<file path="src/rtl/cfgp_pkg.sv">
package cfgp_pkg;

    typedef enum logic [1:0] {
        ACC_NONE,
        ACC_IDX_WR,
        ACC_DAT_WR,
        ACC_DAT_RD
    } acc_kind_e;

    typedef struct packed {
        acc_kind_e  kind;
        logic [7:0] data;
    } cfg_acc_t;

    typedef enum logic [1:0] {
        KEY_IDLE,
        KEY_HALF,
        KEY_OPEN
    } key_state_e;

    localparam logic [7:0] OPEN_KEY    = 8'h87;
    localparam logic [7:0] CLOSE_KEY   = 8'hAA;
    localparam logic [7:0] REG_DEVNUM  = 8'h07;
    localparam logic [7:0] REG_DID_HI  = 8'h20;
    localparam logic [7:0] REG_DID_LO  = 8'h21;
    localparam logic [7:0] REG_REV     = 8'h22;
    localparam logic [7:0] REG_MID_HI  = 8'h23;
    localparam logic [7:0] REG_MID_LO  = 8'h24;
    localparam logic [7:0] REG_DEV_EN  = 8'h30;

    function automatic logic in_dev_space(input logic [7:0] idx);
        return idx >= REG_DEV_EN;
    endfunction

    function automatic logic [7:0] global_byte(
        input logic [7:0]  idx,
        input logic [7:0]  devnum,
        input logic [15:0] did,
        input logic [15:0] mid,
        input logic [7:0]  rev
    );
        case (idx)
            REG_DEVNUM: return devnum;
            REG_DID_HI: return did[15:8];
            REG_DID_LO: return did[7:0];
            REG_REV:    return rev;
            REG_MID_HI: return mid[15:8];
            REG_MID_LO: return mid[7:0];
            default:    return 8'h00;
        endcase
    endfunction

endpackage

</file>
<file path="src/rtl/cfgp_decode.sv">
module cfgp_decode
    import cfgp_pkg::*;
#(
    parameter int              ADDR_W   = 16,
    parameter logic [ADDR_W-1:0] BASE_PRI = 16'h002E,
    parameter logic [ADDR_W-1:0] BASE_ALT = 16'h004E
) (
    input  logic              base_alt,
    input  logic [ADDR_W-1:0] io_addr,
    input  logic              io_wr,
    input  logic              io_rd,
    input  logic [7:0]        io_wdata,
    output cfg_acc_t          acc
);
    logic [ADDR_W-1:0] base;
    logic              hit_idx;
    logic              hit_dat;

    assign base    = base_alt ? BASE_ALT : BASE_PRI;
    assign hit_idx = (io_addr == base);
    assign hit_dat = (io_addr == base + ADDR_W'(1));

    always_comb begin
        acc.kind = ACC_NONE;
        acc.data = io_wdata;
        if (io_wr && hit_idx)      acc.kind = ACC_IDX_WR;
        else if (io_wr && hit_dat) acc.kind = ACC_DAT_WR;
        else if (io_rd && hit_dat) acc.kind = ACC_DAT_RD;
    end
endmodule

</file>
<file path="src/rtl/cfgp_keylock.sv">
module cfgp_keylock
    import cfgp_pkg::*;
(
    input  logic     clk,
    input  logic     rst,
    input  cfg_acc_t acc,
    output logic     unlocked
);
    key_state_e state_q, state_d;

    always_comb begin
        state_d = state_q;
        if (acc.kind == ACC_IDX_WR) begin
            unique case (state_q)
                KEY_IDLE: state_d = (acc.data == OPEN_KEY) ? KEY_HALF : KEY_IDLE;
                KEY_HALF: state_d = (acc.data == OPEN_KEY) ? KEY_OPEN : KEY_IDLE;
                KEY_OPEN: state_d = (acc.data == CLOSE_KEY) ? KEY_IDLE : KEY_OPEN;
                default:  state_d = KEY_IDLE;
            endcase
        end
    end

    always_ff @(posedge clk) begin
        if (rst) state_q <= KEY_IDLE;
        else     state_q <= state_d;
    end

    assign unlocked = (state_q == KEY_OPEN);
endmodule

</file>
<file path="src/rtl/cfgp_regfile.sv">
module cfgp_regfile
    import cfgp_pkg::*;
#(
    parameter int          NUM_LDEV  = 16,
    parameter logic [15:0] DEVICE_ID = 16'h0C17,
    parameter logic [15:0] MANUF_ID  = 16'h5A3C,
    parameter logic [7:0]  REVISION  = 8'h05
) (
    input  logic                clk,
    input  logic                rst,
    input  cfg_acc_t            acc,
    input  logic                unlocked,
    input  logic [7:0]          dev_rdata,
    output logic [7:0]          io_rdata,
    output logic                dev_wr,
    output logic                dev_rd,
    output logic [7:0]          dev_sel,
    output logic [7:0]          dev_idx,
    output logic [7:0]          dev_wdata,
    output logic [7:0]          index,
    output logic [NUM_LDEV-1:0] ldev_en
);
    localparam int         SEL_W      = (NUM_LDEV > 1) ? $clog2(NUM_LDEV) : 1;
    localparam logic [7:0] LDEV_LIMIT = 8'(NUM_LDEV);

    logic [7:0]          index_q;
    logic [7:0]          devnum_q;
    logic [NUM_LDEV-1:0] en_q;
    logic [NUM_LDEV-1:0] en_hit;
    logic                idx_take;
    logic                dat_wr;
    logic                dat_rd;
    logic                en_wr;
    logic                en_cur;
    logic                sel_valid;
    logic [7:0]          rd_val;

    assign idx_take  = unlocked && acc.kind == ACC_IDX_WR && acc.data != CLOSE_KEY;
    assign dat_wr    = unlocked && acc.kind == ACC_DAT_WR;
    assign dat_rd    = unlocked && acc.kind == ACC_DAT_RD;
    assign en_wr     = dat_wr && index_q == REG_DEV_EN;
    assign sel_valid = devnum_q < LDEV_LIMIT;

    for (genvar g = 0; g < NUM_LDEV; g++) begin : g_en_hit
        assign en_hit[g] = en_wr && devnum_q == 8'(g);
    end

    always_ff @(posedge clk) begin
        if (rst) begin
            index_q  <= 8'h00;
            devnum_q <= 8'h00;
            en_q     <= '0;
        end else begin
            if (idx_take)
                index_q <= acc.data;
            if (dat_wr && index_q == REG_DEVNUM)
                devnum_q <= acc.data;
            en_q <= (en_q & ~en_hit) | (en_hit & {NUM_LDEV{acc.data[0]}});
        end
    end

    assign en_cur = sel_valid ? en_q[devnum_q[SEL_W-1:0]] : 1'b0;

    always_comb begin
        if (!in_dev_space(index_q))
            rd_val = global_byte(index_q, devnum_q, DEVICE_ID, MANUF_ID, REVISION);
        else if (index_q == REG_DEV_EN)
            rd_val = {dev_rdata[7:1], en_cur};
        else
            rd_val = dev_rdata;
    end

    assign io_rdata  = dat_rd ? rd_val : 8'hFF;
    assign dev_wr    = dat_wr && in_dev_space(index_q);
    assign dev_rd    = dat_rd && in_dev_space(index_q);
    assign dev_sel   = devnum_q;
    assign dev_idx   = index_q;
    assign dev_wdata = acc.data;
    assign index     = index_q;
    assign ldev_en   = en_q;
endmodule

</file>
<file path="src/rtl/cfgp_top.sv">
module cfgp_top
    import cfgp_pkg::*;
#(
    parameter int              ADDR_W    = 16,
    parameter logic [ADDR_W-1:0] BASE_PRI  = 16'h002E,
    parameter logic [ADDR_W-1:0] BASE_ALT  = 16'h004E,
    parameter int              NUM_LDEV  = 16,
    parameter logic [15:0]     DEVICE_ID = 16'h0C17,
    parameter logic [15:0]     MANUF_ID  = 16'h5A3C,
    parameter logic [7:0]      REVISION  = 8'h05
) (
    input  logic                clk,
    input  logic                rst,
    input  logic                base_alt,
    input  logic [ADDR_W-1:0]   io_addr,
    input  logic                io_wr,
    input  logic                io_rd,
    input  logic [7:0]          io_wdata,
    output logic [7:0]          io_rdata,
    output logic                dev_wr,
    output logic                dev_rd,
    output logic [7:0]          dev_sel,
    output logic [7:0]          dev_idx,
    output logic [7:0]          dev_wdata,
    input  logic [7:0]          dev_rdata,
    output logic [NUM_LDEV-1:0] ldev_en
);
    cfg_acc_t   acc;
    logic       unlocked;
    logic [7:0] index;

    cfgp_decode #(
        .ADDR_W   (ADDR_W),
        .BASE_PRI (BASE_PRI),
        .BASE_ALT (BASE_ALT)
    ) u_decode (
        .base_alt (base_alt),
        .io_addr  (io_addr),
        .io_wr    (io_wr),
        .io_rd    (io_rd),
        .io_wdata (io_wdata),
        .acc      (acc)
    );

    cfgp_keylock u_keylock (
        .clk      (clk),
        .rst      (rst),
        .acc      (acc),
        .unlocked (unlocked)
    );

    cfgp_regfile #(
        .NUM_LDEV  (NUM_LDEV),
        .DEVICE_ID (DEVICE_ID),
        .MANUF_ID  (MANUF_ID),
        .REVISION  (REVISION)
    ) u_regfile (
        .clk       (clk),
        .rst       (rst),
        .acc       (acc),
        .unlocked  (unlocked),
        .dev_rdata (dev_rdata),
        .io_rdata  (io_rdata),
        .dev_wr    (dev_wr),
        .dev_rd    (dev_rd),
        .dev_sel   (dev_sel),
        .dev_idx   (dev_idx),
        .dev_wdata (dev_wdata),
        .index     (index),
        .ldev_en   (ldev_en)
    );
endmodule

</file>
<file path="config.mk">
export PLATFORM = sky130hd
export DESIGN_NAME = cfgp_top
export DESIGN_NICKNAME = d
export VERILOG_FILES = /design/src/rtl/cfgp_pkg.sv /design/src/rtl/cfgp_decode.sv /design/src/rtl/cfgp_keylock.sv /design/src/rtl/cfgp_regfile.sv /design/src/rtl/cfgp_top.sv
export SDC_FILE = /design/constraint.sdc
export NUM_CORES = 1
export LEC_CHECK = 0
export BUFFER_PORTS_ARGS = -buffer_cell sky130_fd_sc_hd__buf_4
export CAP_MARGIN = 20
export CORE_ASPECT_RATIO = 1.4
export CORE_UTILIZATION = 48
export DETAILED_ROUTE_END_ITERATION = 8
export GPL_TIMING_DRIVEN = 0
export PLACE_DENSITY = 0.78
export REMOVE_ABC_BUFFERS = 1
export SYNTH_ARGS = -nofsm -noshare
export SYNTH_HDL_FRONTEND = slang
export SYNTH_SLANG_ARGS = --single-unit
</file>
<file path="constraint.sdc">
create_clock -name clk -period 2.17 [get_ports clk]
set_input_delay 0.1085 -clock clk [delete_from_list [all_inputs] [get_ports clk]]
set_output_delay 0.1085 -clock clk [all_outputs]
set_load 0.01 [all_outputs]
</file>
-- Word level (Yosys, flattened, before mapping)
Cells that the tools add are included.
- register bits: 34
- input port bits: 37
- memory bits (read-only): 0
- bits in latches: 0
- bits in writable memories: 0
- memories: 0
- reduce and logical (&&, ||, !) cells: 29
- add/subtract/negate cells: 1
- div/mod/pow operators: 0
- bitwise gates (word level): 4
- multiply operators: 0
- shift operators: 0
- magnitude comparators: 3
- eq/ne operators: 32
- muxes and demuxes: 15
- operator list (cell ; count):
    8-bit by 4-bit == test with 1-bit output (second input constant) ; 8
    8-bit by 6-bit == test with 1-bit output (second input constant) ; 6
    8-bit case mux with 6 select lines ; 1
    8-bit by 3-bit == test with 1-bit output (second input constant) ; 5
    16-bit AND ; 2
    16-bit == test ; 2
    1-bit logical AND ; 27
    16-bit by 1-bit adder with 16-bit output (second input constant) ; 1
    8-bit by 2-bit == test with 1-bit output (second input constant) ; 2
    8-bit == test (second input constant) ; 2
    8-bit 2-to-1 mux ; 2
    16-bit inverter ; 1
    16-bit bitwise OR ; 1
    2-bit 2-to-1 mux ; 5
    8-bit by 1-bit == test with 1-bit output (second input constant) ; 1
    8-bit by 6-bit >= comparator with 1-bit output (second input constant) ; 1
    8-bit zero test ; 1
    8-bit by 5-bit < comparator with 1-bit output (second input constant) ; 1
    8-bit inequality test (second input constant) ; 1
    7-bit 2-to-1 mux ; 1
    2-bit == test (second input constant) ; 3
    2-bit case mux with 3 select lines ; 1
    4-bit by 5-bit < comparator with 1-bit output (second input constant) ; 1
    1-bit binary-select mux with 4-bit select ; 1
    3 further kinds ; 7

-- Depth between registers and ports, before layout
Gate-level depths: netlist of the first run.
- word-level depth: 14
- depth in mapped cells: 6

-- By module
From an unflattened synthesis of the first run, not the netlist that was laid out.
- cell total of the unflattened synthesis: 266
- area total of the unflattened synthesis: 2267.2 um^2
- by module, submodules not included (module ; times used ; cells an instance ; seq. area each (um^2) ; area each (um^2)):
    cfgp_regfile ; 1 ; 231 ; 640.6 ; 1986.9
    cfgp_decode ; 1 ; 20 ; 0.0 ; 141.4
    cfgp_keylock ; 1 ; 15 ; 40.0 ; 138.9

-- Worst setup path after synthesis of the first run
No wires, ideal clock.
- kind: register to register
- start: register u_regfile.index_q[0], in the netlist u_regfile.dev_idx[0]
- end: register (tool-made name)
- clock period less this slack: 1.803 ns
- path slack: 0.367 ns
- path buffers: 1
- stages on the path, launching flop included: 7
- arrival: 1.670 ns
- required time: 2.038 ns
- path through: dfxtp_1 > nor4b_2 > nand4_1 > nor4_4 > buf_4 > nand3_1 > mux2i_1
- RTL lines (what ; line ; source):
    start, declared ; cfgp_regfile.sv:26 ; logic [7:0] index_q;
    start signal, assigned ; cfgp_regfile.sv:55 ; index_q <= acc.data;

-- Worst setup path after layout of the first run
- start: register u_regfile.index_q[3], in the netlist u_regfile.dev_idx[3]
- end: output io_rdata[3]
- cells in the longest elaborated chain, start to end: 4
- elaborated cells on any way between the ends: 10
- those cells by class: 1 x order compare; 6 x eq/ne; 3 x mux
- RTL lines (what ; line ; source):
    parallel branches: the longest is 2 deep, another holds 8-bit by 6-bit >= comparator with 1-bit output ; n/a ;
    8-bit 2-to-1 mux * ; cfgp_regfile.sv:65 ; if (!in_dev_space(index_q))
    8-bit 2-to-1 mux * ; cfgp_regfile.sv:73 ; assign io_rdata = dat_rd ? rd_val : 8'hFF;
    end, declared ; cfgp_top.sv:19 ; output logic [7:0] io_rdata,
Every way passes the cells marked *.

==> results of run 1 <==
-- per-stage QoR --
step           hold slack, ns  cell area, um^2
3_3_place_gp            0.376             2680
5_1_grt                 0.101             2840
4_1_cts                0.0836             2820
2_1_floorplan           0.178             1980
3_5_place_dp            0.383             2680
6_report               0.0906             2840
-- power groups by stage --
stage               Sequential [mW]  Combinational (mW)  Clock, mW
floorplan                     0.638              0.0206          0
global placement              0.638               0.109          0
detailed placement            0.638               0.111          0
CTS                           0.624               0.111      0.559
global route                  0.623               0.117      0.592
finish                        0.624               0.110      0.549
-- layout make-up --
class,instances,area (um^2)
fill,354,1360
multi-input combinational,173,1320
sequential,34,684
timing repair buffer,88,673
clock buffer,8,110
tap,45,56.3
-- worst paths after layout --
kind                                            from  slack (ns)  cells after the start                   end
worst max-delay path            u_regfile.dev_idx[3]        0.06                      6           io_rdata[3]
worst min-delay path                     io_wdata[3]        0.09                      3  u_regfile.dev_sel[3]
worst max register to register  u_regfile.dev_idx[0]        0.14                      5  u_regfile.dev_sel[5]
worst min register to register                  flop        0.49                      2                  flop
-- kinds of logic (layout without fill, tap and decap cells) --
kind of cell,after synthesis,after routing,share of synthesized area [%]
AOI/OAI and AO/OA,20,20,8.22
xor gates and xnor gates,1,1,0.420
buffers and inverters,20,96,5.22
DFF,34,34,32.6
muxes,40,40,19.2
and+or+nand+nor,112,112,34.3
-- repair_timing --
| action | 4_1_cts | 5_1_grt |
|---|---|---|
| buffers inserted | 1 | 1 |
| gates resized for setup | 6 | 2 |
| pin swaps | 2 | 2 |
| setup endpoints to repair | 13 | 27 |
| cloned | 0 | 0 |
-- cell usage in the layout, fill, tap and decap left out, drive strengths merged, types with 2 or more instances in the layout --
master and n:
nand2b 21, o2111ai 2, a31oi 2, dfxtp 34
nor3b 3, a22o 2, nor4 6, a21oi 4
nor2b 6, buf 88, mux2i 40, nor2 18
nor3 4, a221o 2, a22oi 2, nand3 20
nand4 5, and2 3, clkbuf 8, nand2 12
nand4b 3, nor4b 4
-- critical path, cell delays in order, from the launching register on --
cell	delay, ns
dfxtp_1	0.37
or4_4	0.58
nor3b_2	0.22
buf_4	0.15
nand3_1	0.09
o2111ai_1	0.15
buf_4	0.16
-- metal layers --
| layer | vias up | share of wire, % | track usage (%) | routed length [um] |
|---|---|---|---|---|
| met5 | - | 0 | 0 | 0 |
| met4 | 0 | 2.3 | 10.5 | 126 |
| met3 | 12 | 5.0 | 3.89 | 272 |
| met2 | 83 | 53 | 44.7 | 2880 |
| met1 | 958 | 40 | 26.2 | 2190 |
| li1 | 979 | - | - | - |
==> results.sh, run 1 <==
export IMPL_internal_power_mw=1.01
export IMPL_synth_cells=227
export IMPL_cts_tree="built"
export IMPL_postSynthAreaPerCell_um2=9.19
export IMPL_ios=87
export IMPL_fp_coreArea_um2=4200
export IMPL_clkPwrFrac_pct=42.8
export IMPL_crit_fanout=5
export IMPL_hold_buffers=0
export IMPL_synth_enable_flop_cells=0
export IMPL_grt_total_usage_pct=24.0
export IMPL_clock_sinks=34
export IMPL_critPathLaunchType="flop"
export IMPL_ctsHtreeMaxLevel=2
export IMPL_yosysSeqAreaShare_pct=32.6
export IMPL_netlist_top_cell_by_area="dfxtp_1"
export IMPL_root_buffer="clkbuf_8"
export IMPL_tightest_slew_ns=0.772
export IMPL_vias=2032
export IMPL_tns_ns=0
export IMPL_crit_type="flop to output pin"
export IMPL_yosysWarnings=0
export IMPL_syn_to_final_growth_pct=36.3
export IMPL_switching_share_pct=21.5
export IMPL_final_setup_skew_ns=0.00734
export IMPL_ys_ff_latch=34
export IMPL_synth_distinct_cells=42
export IMPL_fin_util_pct=67.6
export IMPL_final_setup_viol_count=0
export IMPL_antenna_left=0
export IMPL_clock_path_buffers=2
export IMPL_hold_path_class="primary input to flop"
export IMPL_initial_utilization_pct=49.6
export IMPL_grt_pass1_wl_um=8470
export IMPL_placedCellCount=338
export IMPL_die_area_um2=4620
export IMPL_yosysMostFrequentCell="mux2i_1"
export IMPL_diodes=0
export IMPL_critPathCaptureType="output pin"
export IMPL_required_ns=2.06
export IMPL_clk_latency_ns=0.29
export IMPL_dr_pass1_iters=6
export IMPL_peakVddDrop_v=0.000281
export IMPL_layout_setup_ws_ns=0.0640
export IMPL_cts_inserted_buffers=5
export IMPL_place_congestion=0.827
export IMPL_first_iter_violations=55
export IMPL_switchingPower_uw=276
export IMPL_rows=28
export IMPL_wl_per_cell_um=15.7
export IMPL_dp_hpwl_um=4020
export IMPL_ys_top_cells_by_count="40 x mux2i_1, 34 x dfxtp_1, 21 x nand2b_1"
export IMPL_slew_headroom_pct=48.2
export IMPL_fp_dieH_um=80.0
export IMPL_ys_top_cells_by_area="dfxtp_1 33%, mux2i_1 19%, nand2b_1 6.3%"
export IMPL_grt_antenna_before_repair=0
export IMPL_p_seq_share_pct=48.6
export IMPL_failed_checks="DRC"
export IMPL_arrival_ns=2.00
export IMPL_drv_slew=0
export IMPL_finalHoldViolations=0
export IMPL_dieWidth_um=57.7
export IMPL_synthFlopType="dfxtp_1"
export IMPL_nets=339
export IMPL_first_global_vias=1877
export IMPL_grt_max_degree=36
export IMPL_drc=4
export IMPL_vias_per_cell=5.84
export IMPL_fin_crit_sh_pct=97.1
export IMPL_wl_um=5470
export IMPL_synthArstFlopShare_pct=0
export IMPL_powerDensity_nw_per_um2=451
export IMPL_drive_gt1_share_pct=37.6
export IMPL_place_ws_ns=-0.0462
export IMPL_port_buffers=86
export IMPL_grt_ovfl_total=0
export IMPL_max_freq_ghz=0.475
export IMPL_syn_area_um2=2090
export IMPL_path_clk_slew_ns=0.07
export IMPL_finalPower_mw=1.28
export IMPL_fin_cells=348
export IMPL_finalCriticalPeriod_ns=2.11
export IMPL_status="finished with violations"
export IMPL_p_comb_share_pct=8.6
export IMPL_rsz0062_at_grt="true"
export IMPL_power_leakage_nw=1.23
export IMPL_cap_viol_max_count=0
export IMPL_netlist_area_leader_share_pct=32.6
Power figures use the tool's default switching activity.
==> run 2: changes to the inputs <==
RECOVER_POWER = 25   (was unset)
SETUP_SLACK_MARGIN = 0.15   (was unset)
TNS_END_PERCENT = 5   (was unset)
==> results.sh, run 2 (synthesis gave the netlist of run 1 again) <==
export IMPL_final_common_cell="buf_4"
export IMPL_max_freq_ghz=0.486
export IMPL_diodes=0
export IMPL_failed_checks="DRC"
export IMPL_fin_hold_ws_ns=0.0918
export IMPL_syn_to_final_growth_pct=34.7
export IMPL_ios=87
export IMPL_drc=5
export IMPL_dp_hpwl_um=4020
export IMPL_rows=28
export IMPL_hold_path_class="primary input to flop"
export IMPL_grt_ovfl_total=0
export IMPL_antenna_left=0
export IMPL_path_clk_slew_ns=0.07
export IMPL_drive_gt1_share_pct=32.8
export IMPL_ctsHtreeMaxLevel=2
export IMPL_reg2reg_depth=6
export IMPL_fp_coreArea_um2=4200
export IMPL_grt_antenna_before_repair=0
export IMPL_initial_utilization_pct=49.6
export IMPL_clk_latency_ns=0.29
export IMPL_cts_inserted_buffers=5
export IMPL_die_area_um2=4620
export IMPL_dr_pass1_iters=7
export IMPL_finalPower_mw=1.28
export IMPL_critPathCaptureType="output pin"
export IMPL_critPathLaunchType="flop"
export IMPL_vias_per_cell=5.81
export IMPL_required_ns=2.06
export IMPL_arrival_ns=1.95
export IMPL_design_area_um2=2810
export IMPL_hold_path_depth=3
export IMPL_tightest_slew_ns=0.777
export IMPL_crit_fanout=8
export IMPL_grt_total_usage_pct=24.1
export IMPL_rsz0062_at_grt="true"
export IMPL_first_global_vias=1900
export IMPL_finalCriticalPeriod_ns=2.06
export IMPL_wl_um=5620
export IMPL_final_setup_skew_ns=0.00580
export IMPL_placed_cell_area_um2=2680
export IMPL_finalHoldViolations=0
export IMPL_slew_headroom_pct=47.8
export IMPL_root_buffer="clkbuf_8"
export IMPL_fin_crit_sh_pct=94.9
export IMPL_grt_max_degree=36
export IMPL_place_congestion=0.827
export IMPL_hold_buffers=0
export IMPL_tns_ns=0
export IMPL_powerDensity_nw_per_um2=454
export IMPL_clock_path_buffers=2
export IMPL_grt_pass1_wl_um=8510
export IMPL_wl_per_cell_um=15.9
export IMPL_drv_slew=0
export IMPL_port_buffers=86
export IMPL_status="finished with violations"
export IMPL_cap_viol_max_count=0
export IMPL_first_iter_violations=90
export IMPL_nets=344
export IMPL_clock_sinks=34
export IMPL_dieWidth_um=57.7
export IMPL_fp_dieH_um=80.0
export IMPL_vias=2052
export IMPL_cts_tree="built"
export IMPL_power_leakage_nw=1.17
export IMPL_final_setup_viol_count=0
export IMPL_peakVddDrop_v=0.000283
export IMPL_mostFrequentLayoutCells="72 x buf_4, 40 x mux2i_1, 30 x dfxtp_1, 21 x nand2b_1, 21 x clkbuf_1"
export IMPL_crit_type="flop to output pin"
==> run 2: timing repair <==
action                                  4_1_cts  5_1_grt
endpoints found under the setup margin       32       21
pin swaps                                     2        5
setup buffers                                 3        4
resized for setup                             6        9
==> run 2: metrics by stage <==
step	setup slack, ns	utilization, %	std cells
final	0.110	66.8	353
after CTS	0.0323	67.4	349
after global routing	0.0482	66.8	353
after detailed placement	-0.0462	63.7	338
after global placement	-0.00994	63.7	338
after floorplan	0.278	-	207
==> run 2: worst paths after layout <==
check                             from                    to  slack [ns]
setup reg to reg  u_regfile.dev_sel[7]                  flop        0.29
hold / removal             io_wdata[3]  u_regfile.dev_sel[3]        0.09
setup / recovery  u_regfile.dev_idx[4]           io_rdata[3]        0.11
hold reg to reg                   flop                  flop        0.49
==> run 2: per-layer routing <==
metal,wire [um],up-vias,track usage (%)
li1,-,985,-
met1,2190,966,26.5
met2,3000,91,44.9
met3,342,10,3.89
met4,80,0,10.0
met5,0,-,0
==> run 2: critical path, stage by stage, from the launching register on <==
cell       delay [ns]
dfxtp_4          0.38
or4_4            0.56
nor3b_4          0.23
buf_4            0.14
nand3_1          0.09
o2111ai_1        0.11
buf_4            0.15
==> run 2: power by group <==
| part | switching, mW | internal (mW) |
|---|---|---|
| Sequential | 0.000000231 | 0.622 |
| Clock | 0.228 | 0.320 |
| Combinational | 0.0473 | 0.0570 |
==> run 2: layout make-up <==
cell class | instances | area (um^2)
Clock buffer | 8 | 110
Fill cell | 367 | 1390
Multi-Input combinational cell | 173 | 1340
Sequential cell | 34 | 688
Tap cell | 45 | 56.3
Timing Repair Buffer | 93 | 619
